===== config.mk =====
export PLATFORM = sky130hd
export DESIGN_NAME = mbx_dual_irq
export DESIGN_NICKNAME = d
export VERILOG_FILES = /design/src/rtl/mbx_pkg.sv /design/src/rtl/mbx_port_dec.sv /design/src/rtl/mbx_word_store.sv /design/src/rtl/mbx_irq_flag.sv /design/src/rtl/mbx_dual_irq.sv
export SDC_FILE = /design/constraint.sdc
export NUM_CORES = 1
export LEC_CHECK = 0
export BUFFER_PORTS_ARGS = -buffer_cell sky130_fd_sc_hd__buf_2
export CAP_MARGIN = 20
export CELL_PAD_IN_SITES_DETAIL_PLACEMENT = 0
export CELL_PAD_IN_SITES_GLOBAL_PLACEMENT = 1
export CORE_MARGIN = 2
export CORE_UTILIZATION = 32
export CTS_CLUSTER_SIZE = 25
export DETAILED_ROUTE_END_ITERATION = 10
export PLACE_DENSITY_LB_ADDON = 0.1
export SYNTH_ARGS = -nofsm -noshare
export SYNTH_HDL_FRONTEND = slang
export SYNTH_SLANG_ARGS = --single-unit
export TNS_END_PERCENT = 20

===== constraint.sdc =====
create_clock -name clk -period 4.6 [get_ports clk]
set_input_delay 0.92 -clock clk [delete_from_list [all_inputs] [get_ports clk]]
set_output_delay 0.92 -clock clk [all_outputs]
set_load 0.01 [all_outputs]

===== src/rtl/mbx_pkg.sv =====
// Package: shared types for the mailbox interrupt block.
// Assumes one decode record per port, produced once per cycle.
package mbx_pkg;

    // Decoded view of one port's access in the current cycle
    typedef struct packed {
        logic hit_lo;   // address is the lower mailbox word
        logic hit_hi;   // address is the upper mailbox word
        logic wr;       // port selected and writing
        logic rd;       // port selected with output enable low
    } mbx_dec_t;

endpackage


===== src/rtl/mbx_port_dec.sv =====
// Module: mbx_port_dec
// Decodes one port's control and address lines into mailbox hit and
// access strobes. Assumes mailbox words are the two highest addresses.
module mbx_port_dec
    import mbx_pkg::*;
#(
    parameter int ADDR_W = 16
) (
    input  logic              sel_n,
    input  logic              oe_n,
    input  logic              wr_n,
    input  logic [ADDR_W-1:0] addr,
    output mbx_dec_t          dec
);
    localparam logic [ADDR_W-1:0] WORD_HI = '1;
    localparam logic [ADDR_W-1:0] WORD_LO = {{(ADDR_W-1){1'b1}}, 1'b0};

    // Compare the address against both mailbox words and form strobes
    always_comb begin
        dec.hit_lo = (addr == WORD_LO);
        dec.hit_hi = (addr == WORD_HI);
        dec.wr     = !sel_n && !wr_n;
        dec.rd     = !sel_n && !oe_n;
    end
endmodule


===== src/rtl/mbx_word_store.sv =====
// Module: mbx_word_store
// Holds the mailbox words. Port A wins when both ports write one word
// in the same cycle. Assumes synchronous active-low reset to zero.
module mbx_word_store #(
    parameter int DATA_W = 16,
    parameter int WORDS  = 2
) (
    input  logic                          clk,
    input  logic                          rst_n,
    input  logic [WORDS-1:0]              we_a,
    input  logic [WORDS-1:0]              we_b,
    input  logic [DATA_W-1:0]             wdata_a,
    input  logic [DATA_W-1:0]             wdata_b,
    output logic [WORDS-1:0][DATA_W-1:0]  words
);
    for (genvar w = 0; w < WORDS; w++) begin : g_word
        // Capture one word, with port A taking priority on a tie
        always_ff @(posedge clk) begin
            if (!rst_n) begin
                words[w] <= '0;
            end else if (we_a[w]) begin
                words[w] <= wdata_a;
            end else if (we_b[w]) begin
                words[w] <= wdata_b;
            end
        end
    end
endmodule


===== src/rtl/mbx_irq_flag.sv =====
// Module: mbx_irq_flag
// One active-low interrupt flag. A set drives it low, a clear drives it
// high, and set wins when both occur. Assumes synchronous active-low reset.
module mbx_irq_flag (
    input  logic clk,
    input  logic rst_n,
    input  logic set_i,
    input  logic clr_i,
    output logic irq_n
);
    // Update the flag from this cycle's events
    always_ff @(posedge clk) begin
        if (!rst_n) begin
            irq_n <= 1'b1;
        end else if (set_i) begin
            irq_n <= 1'b0;
        end else if (clr_i) begin
            irq_n <= 1'b1;
        end
    end
endmodule


===== src/rtl/mbx_dual_irq.sv =====
// Module: mbx_dual_irq (top)
// Mailbox interrupt logic for a two-port shared memory. The lower
// mailbox word is port A's inbox and the upper word is port B's inbox.
// Assumes the surrounding array handles all other addresses and any
// collision arbitration.
module mbx_dual_irq
    import mbx_pkg::*;
#(
    parameter int ADDR_W = 16,
    parameter int DATA_W = 16
) (
    input  logic              clk,
    input  logic              rst_n,
    input  logic              mbx_en,
    input  logic              a_sel_n,
    input  logic              a_oe_n,
    input  logic              a_wr_n,
    input  logic [ADDR_W-1:0] a_addr,
    input  logic [DATA_W-1:0] a_wdata,
    output logic [DATA_W-1:0] a_rdata,
    output logic              a_mbx_hit,
    output logic              a_irq_n,
    input  logic              b_sel_n,
    input  logic              b_oe_n,
    input  logic              b_wr_n,
    input  logic [ADDR_W-1:0] b_addr,
    input  logic [DATA_W-1:0] b_wdata,
    output logic [DATA_W-1:0] b_rdata,
    output logic              b_mbx_hit,
    output logic              b_irq_n
);
    localparam int WORDS = 2;
    localparam int IDX_LO = 0;
    localparam int IDX_HI = 1;

    mbx_dec_t                        dec_a, dec_b;
    logic [WORDS-1:0]                we_a, we_b;
    logic [WORDS-1:0][DATA_W-1:0]    words;
    logic                            set_a, clr_a, set_b, clr_b;

    mbx_port_dec #(.ADDR_W(ADDR_W)) u_dec_a (
        .sel_n(a_sel_n), .oe_n(a_oe_n), .wr_n(a_wr_n), .addr(a_addr), .dec(dec_a)
    );
    mbx_port_dec #(.ADDR_W(ADDR_W)) u_dec_b (
        .sel_n(b_sel_n), .oe_n(b_oe_n), .wr_n(b_wr_n), .addr(b_addr), .dec(dec_b)
    );

    // Route each port's write strobe to the addressed mailbox word
    always_comb begin
        we_a[IDX_LO] = dec_a.wr && dec_a.hit_lo;
        we_a[IDX_HI] = dec_a.wr && dec_a.hit_hi;
        we_b[IDX_LO] = dec_b.wr && dec_b.hit_lo;
        we_b[IDX_HI] = dec_b.wr && dec_b.hit_hi;
    end

    mbx_word_store #(.DATA_W(DATA_W), .WORDS(WORDS)) u_store (
        .clk(clk), .rst_n(rst_n), .we_a(we_a), .we_b(we_b),
        .wdata_a(a_wdata), .wdata_b(b_wdata), .words(words)
    );

    // Form the interrupt events, all gated by the feature enable
    always_comb begin
        set_a = mbx_en && we_b[IDX_LO];
        clr_a = mbx_en && dec_a.rd && dec_a.hit_lo;
        set_b = mbx_en && we_a[IDX_HI];
        clr_b = mbx_en && dec_b.rd && dec_b.hit_hi;
    end

    mbx_irq_flag u_flag_a (
        .clk(clk), .rst_n(rst_n), .set_i(set_a), .clr_i(clr_a), .irq_n(a_irq_n)
    );
    mbx_irq_flag u_flag_b (
        .clk(clk), .rst_n(rst_n), .set_i(set_b), .clr_i(clr_b), .irq_n(b_irq_n)
    );

    // Present the addressed mailbox word on each port during a read
    always_comb begin
        a_mbx_hit = !a_sel_n && (dec_a.hit_lo || dec_a.hit_hi);
        b_mbx_hit = !b_sel_n && (dec_b.hit_lo || dec_b.hit_hi);
        a_rdata   = '0;
        b_rdata   = '0;
        if (dec_a.rd && dec_a.hit_lo) a_rdata = words[IDX_LO];
        if (dec_a.rd && dec_a.hit_hi) a_rdata = words[IDX_HI];
        if (dec_b.rd && dec_b.hit_lo) b_rdata = words[IDX_LO];
        if (dec_b.rd && dec_b.hit_hi) b_rdata = words[IDX_HI];
    end
endmodule


# Word level (Yosys, flattened, before mapping)
# Cells that the tools add are included.
# Widths: inputs -> output; s select.
# totals
register_bits	34
input_bits	73
elab_cells	52
# classes
n_eq_ne	4
mux	12
reduce_logical	32
# ops
operator	n
$mux 16	8
$eq 16x16->1 const B	4
$logic_and 1x1->1	20
$reduce_bool 2->1	4
$logic_not 1->1	6
$mux 1	4
$logic_or 1x1->1	2

# Depth between registers and ports, before layout
# depth
ltp_word	6
ltp_mapped	8
depth_no_buf	5

# Hierarchy
# From an unflattened synthesis, not the netlist that was laid out.
# hier_totals
cells_unflattened	257
area_unflattened_um2	2446.1
# by_module_without_submodules
mod	instances	cells_each	area_per_inst_um2	seq_area_each_um2
mbx_word_store	1	141	1700.4	640.6
mbx_dual_irq	1	92	580.6	0.0
mbx_port_dec	2	9	53.8	0.0
mbx_irq_flag	2	3	28.8	20.0

# Worst setup path before layout
# OpenSTA, ideal clock, no wires.
# synth_path
path_kind	in2out
startpoint	in a_sel_n
endpoint	out a_rdata[10]
t_arrival_ps	2288
slack_ps	1392
cell_stages	8
path_buffers	3
path_cell_list	nand4b_1 -> or4_1 -> buf_2 -> clkinv_2 -> nand2b_1 -> buf_6 -> buf_6 -> nor2_1
# synth_between
elab_chain_len	5
elab_cells_between_ends	6
cone_classes	2 x mux; 4 x reduce/logical
# synth_lines
element	line	rtl
from (decl)	mbx_dual_irq.sv:15	input logic a_sel_n,
$logic_not 1->1 *	mbx_port_dec.sv:23	dec.rd = !sel_n && !oe_n;
$logic_and 1x1->1 *	mbx_port_dec.sv:23	
$logic_and 1x1->1	mbx_dual_irq.sv:82	if (dec_a.rd && dec_a.hit_lo) a_rdata = words[IDX_LO];
$mux 16	mbx_dual_irq.sv:82	
$mux 16 *	mbx_dual_irq.sv:83	if (dec_a.rd && dec_a.hit_hi) a_rdata = words[IDX_HI];
to (decl)	mbx_dual_irq.sv:20	output logic [DATA_W-1:0] a_rdata,
# Mark *: on every way between the ends. The rest lies on a longest branch, timed or not.

# Final worst setup path
# layout_path
startpoint	in a_sel_n
endpoint	out a_rdata[4]
# Same word-level chain as after synthesis.

==> impl_metrics.yaml <==
clocking:
  ctsHoldBuffers: 0
  clock-root-buffer: "clkbuf_8"
  postCtsSetupBuffers: 0
  cts_buffer_depth: 2
  htree_num_levels: 2
  clkTransAtPathRegs_ps: 70
  cts-resized-gates: 0
  insertion_delay_ps: 290
  cts_sinks: 34
  cts_made_buffers: 5
  cts_tree: "done"
pwr:
  vdd_drop_max_v: 0.000153
  p_leak_nw: 1.24
  power.density_nw_per_um2: 215
sta:
  final-setup-viol-count: 0
  fin_crit_ps: 3960
  worstMarginPinSlew_ps: 937
  fin_crit_sh: 0.860
  fin_setup_tns_ps: 0
  slew_headroom: 0.375
  slew_violations: 0
  finClkSkew_ps: 0
  hold_viol: 0
  fmax_mhz: 253
  rsz0062_at_grt: "no"
synth:
  ys_types: 31
  synth_compound_area_frac: 0.354
  yosys.area_share.adder: 0
  avgSynthCellArea_sq_um: 7.82
  synth-xor-area-share: 0
  synth_top_family_by_area: "compound AO/OA/AOI/OAI gates"
  syn_nets: 403
  synth-simple-area-share: 0.175
  synth-seq-cells: 34
  synth_area_sq_um: 2580
  ys_seq_area_frac: 0.264
  synth_cells: 330
  synth_warnings: 0
  synth_mux_area_frac: 0.124
worst_hold_path:
  hold_path_class: "flip-flop to flip-flop"
  hold_path_startpoint: "u_store.words[30]"
die:
  pin_count: 109
  start_util: 0.332
  die_x_um: 93.8
  coreArea_sq_um: 7770
  die_h_um: 93.8
  rows: 32
  dieArea_sq_um: 8800
final_layout:
  nNetsFinal: 484
  final_cells: 513
  finish.utilization: 0.414
  num_antenna_cells: 0
  drive_gt1_frac: 0.333
  area_growth_pct: 24.7
route:
  highest_layer: "met4"
  wl_met3_um: 565
  remaining_drc_errors: 0
  routed-wl-met2_mm: 4.15
  drt_iter0_markers: 122
  wl_per_cell_um: 17.2
  postRouteAntennaNets: 0
  viasPerCell: 5.56
  met1_length_mm: 3.99
  drt-pass1-iter-count: 5
  wirelength_mm: 8.80
  vias: 2852
global_route:
  grt_pass1_vias: 2705
  grt_usage: 0.204
  grt-ovfl-total: 0
  antenna_found_initial: 0
  grt_pass1_wl_mm: 14.0
  grt_max_degree: 51
placement:
  place.gp.congestion: 0.716
  portBuffers: 108
  hpwlAfterDp_mm: 5.51
  dpl.cell_count: 506
worst_setup_path:
  worstPathArrival_ps: 3040
  endpoint_kind: "output pin"
  required_ps: 3680
  critical_path_class: "input port to output pin"
  worstPathMaxFanout: 19
  worstReg2RegStart: "u_flag_b.irq_n"
  start_kind: "input port"
  rrSetupSlack_ps: 3860
  startpoint: "a_sel_n"
run:
  drv_cap: 0
status:
  run_status: "complete, no violations"
## per-layer routing
metal  global-route usage  up-vias
li1                     -     1402
met1                0.270     1338
met2                0.343      103
met3               0.0369        9
met4               0.0483        0
met5                    0        -
## logic make-up after synthesis
kind of cell           count (synthesis)
AO/OA/AOI/OAI                        132
flip-flops                            34
buffers and inverters                 44
AND/OR/NAND/NOR                       88
multiplexers                          32
## critical path, stage by stage
cell      delay, ps
buf_2            90
nand4b_1        140
or4_2           670
clkinv_2        260
nand2b_1        530
nor2_1          250
buf_2           150
## per-stage QoR
stage	area (sq um)	power, mW	setup WS [ps]	hold slack, ps
after floorplan	2580	0.356	1390	458
after global placement	3110	0.407	658	477
after CTS	3220	0.696	625	491
final	3220	0.692	642	487
after detailed placement	3110	0.407	628	480
after global routing	3220	0.718	432	513
## area by class of cell
type,instances,area (sq um)
clock buffer,6,82.6
clock inverter,1,30.0
fill,838,4550
inverter,2,8.76
multi-input combinational,252,1690
sequential,34,681
tap,102,128
timing repair buffer,116,601
## Yosys cell counts, drive strengths merged
cell type  instances  area [sq um]
o22a              15           131
nor3               3          15.0
or4                2          15.0
clkinv             1          5.00
or2                1          6.26
mux2i             32           320
dfxtp             34           681
nor4               1          21.3
o22ai              1          6.26
a32oi             16           140
o21ai             33           165
a41oi              1          8.76
o31ai             31           278
nor2b             16           100
o31a               1          8.76
nand4b             1          8.76
a21oi             32           160
nand2              2          7.51
nand3             17          85.1
inv                1          3.75
nor2              36           135
nand2b             2          12.5
o21a               2          15.0
or3                1          6.26
clkbuf            26          97.6
nand4              6          37.5
buf               16           110
## flip-flops by register name, summed over array words and instances, names as in the netlist
register        flops
u_store.words      32
u_flag_b.irq_n      1
u_flag_a.irq_n      1
## layout by cell type, fill, tap and decap left out, drive strengths merged
| cell | synthesis | routed |
|---|---|---|
| o22ai | 1 | 1 |
| nand2 | 2 | 2 |
| o22a | 15 | 15 |
| nand2b | 2 | 2 |
| nor2b | 16 | 16 |
| clkbuf | 26 | 6 |
| or2 | 1 | 1 |
| a21oi | 32 | 32 |
| nand4 | 6 | 6 |
| mux2i | 32 | 32 |
| nor3 | 3 | 3 |
| clkinv | 1 | 1 |
| a32oi | 16 | 16 |
| nand3 | 17 | 17 |
| nand4b | 1 | 1 |
| buf | 16 | 116 |
| a41oi | 1 | 1 |
| o21a | 2 | 2 |
| o31a | 1 | 1 |
| or3 | 1 | 1 |
| inv | 1 | 1 |
| nor4 | 1 | 1 |
| dfxtp | 34 | 34 |
| nor2 | 36 | 36 |
| o31ai | 31 | 31 |
| bufinv | 0 | 1 |
| or4 | 2 | 2 |
| o21ai | 33 | 33 |
## report_power, final
group / total [mW] / internal, mW / leakage [nW] / switching, mW
Clock: 0.292 / 0.174 / 0.0573 / 0.118
Sequential: 0.294 / 0.294 / 0.274 / 0.00000246
Combinational: 0.106 / 0.0440 / 0.910 / 0.0620
## final timing paths
path / end / depth (start not counted)
setup / recovery: a_rdata[4] / 7
hold / removal: u_store.words[30] / 2
setup reg to reg: u_flag_b.irq_n / 2
hold reg to reg: u_store.words[30] / 2
Note: power is estimated with default switching activity, not from simulation.
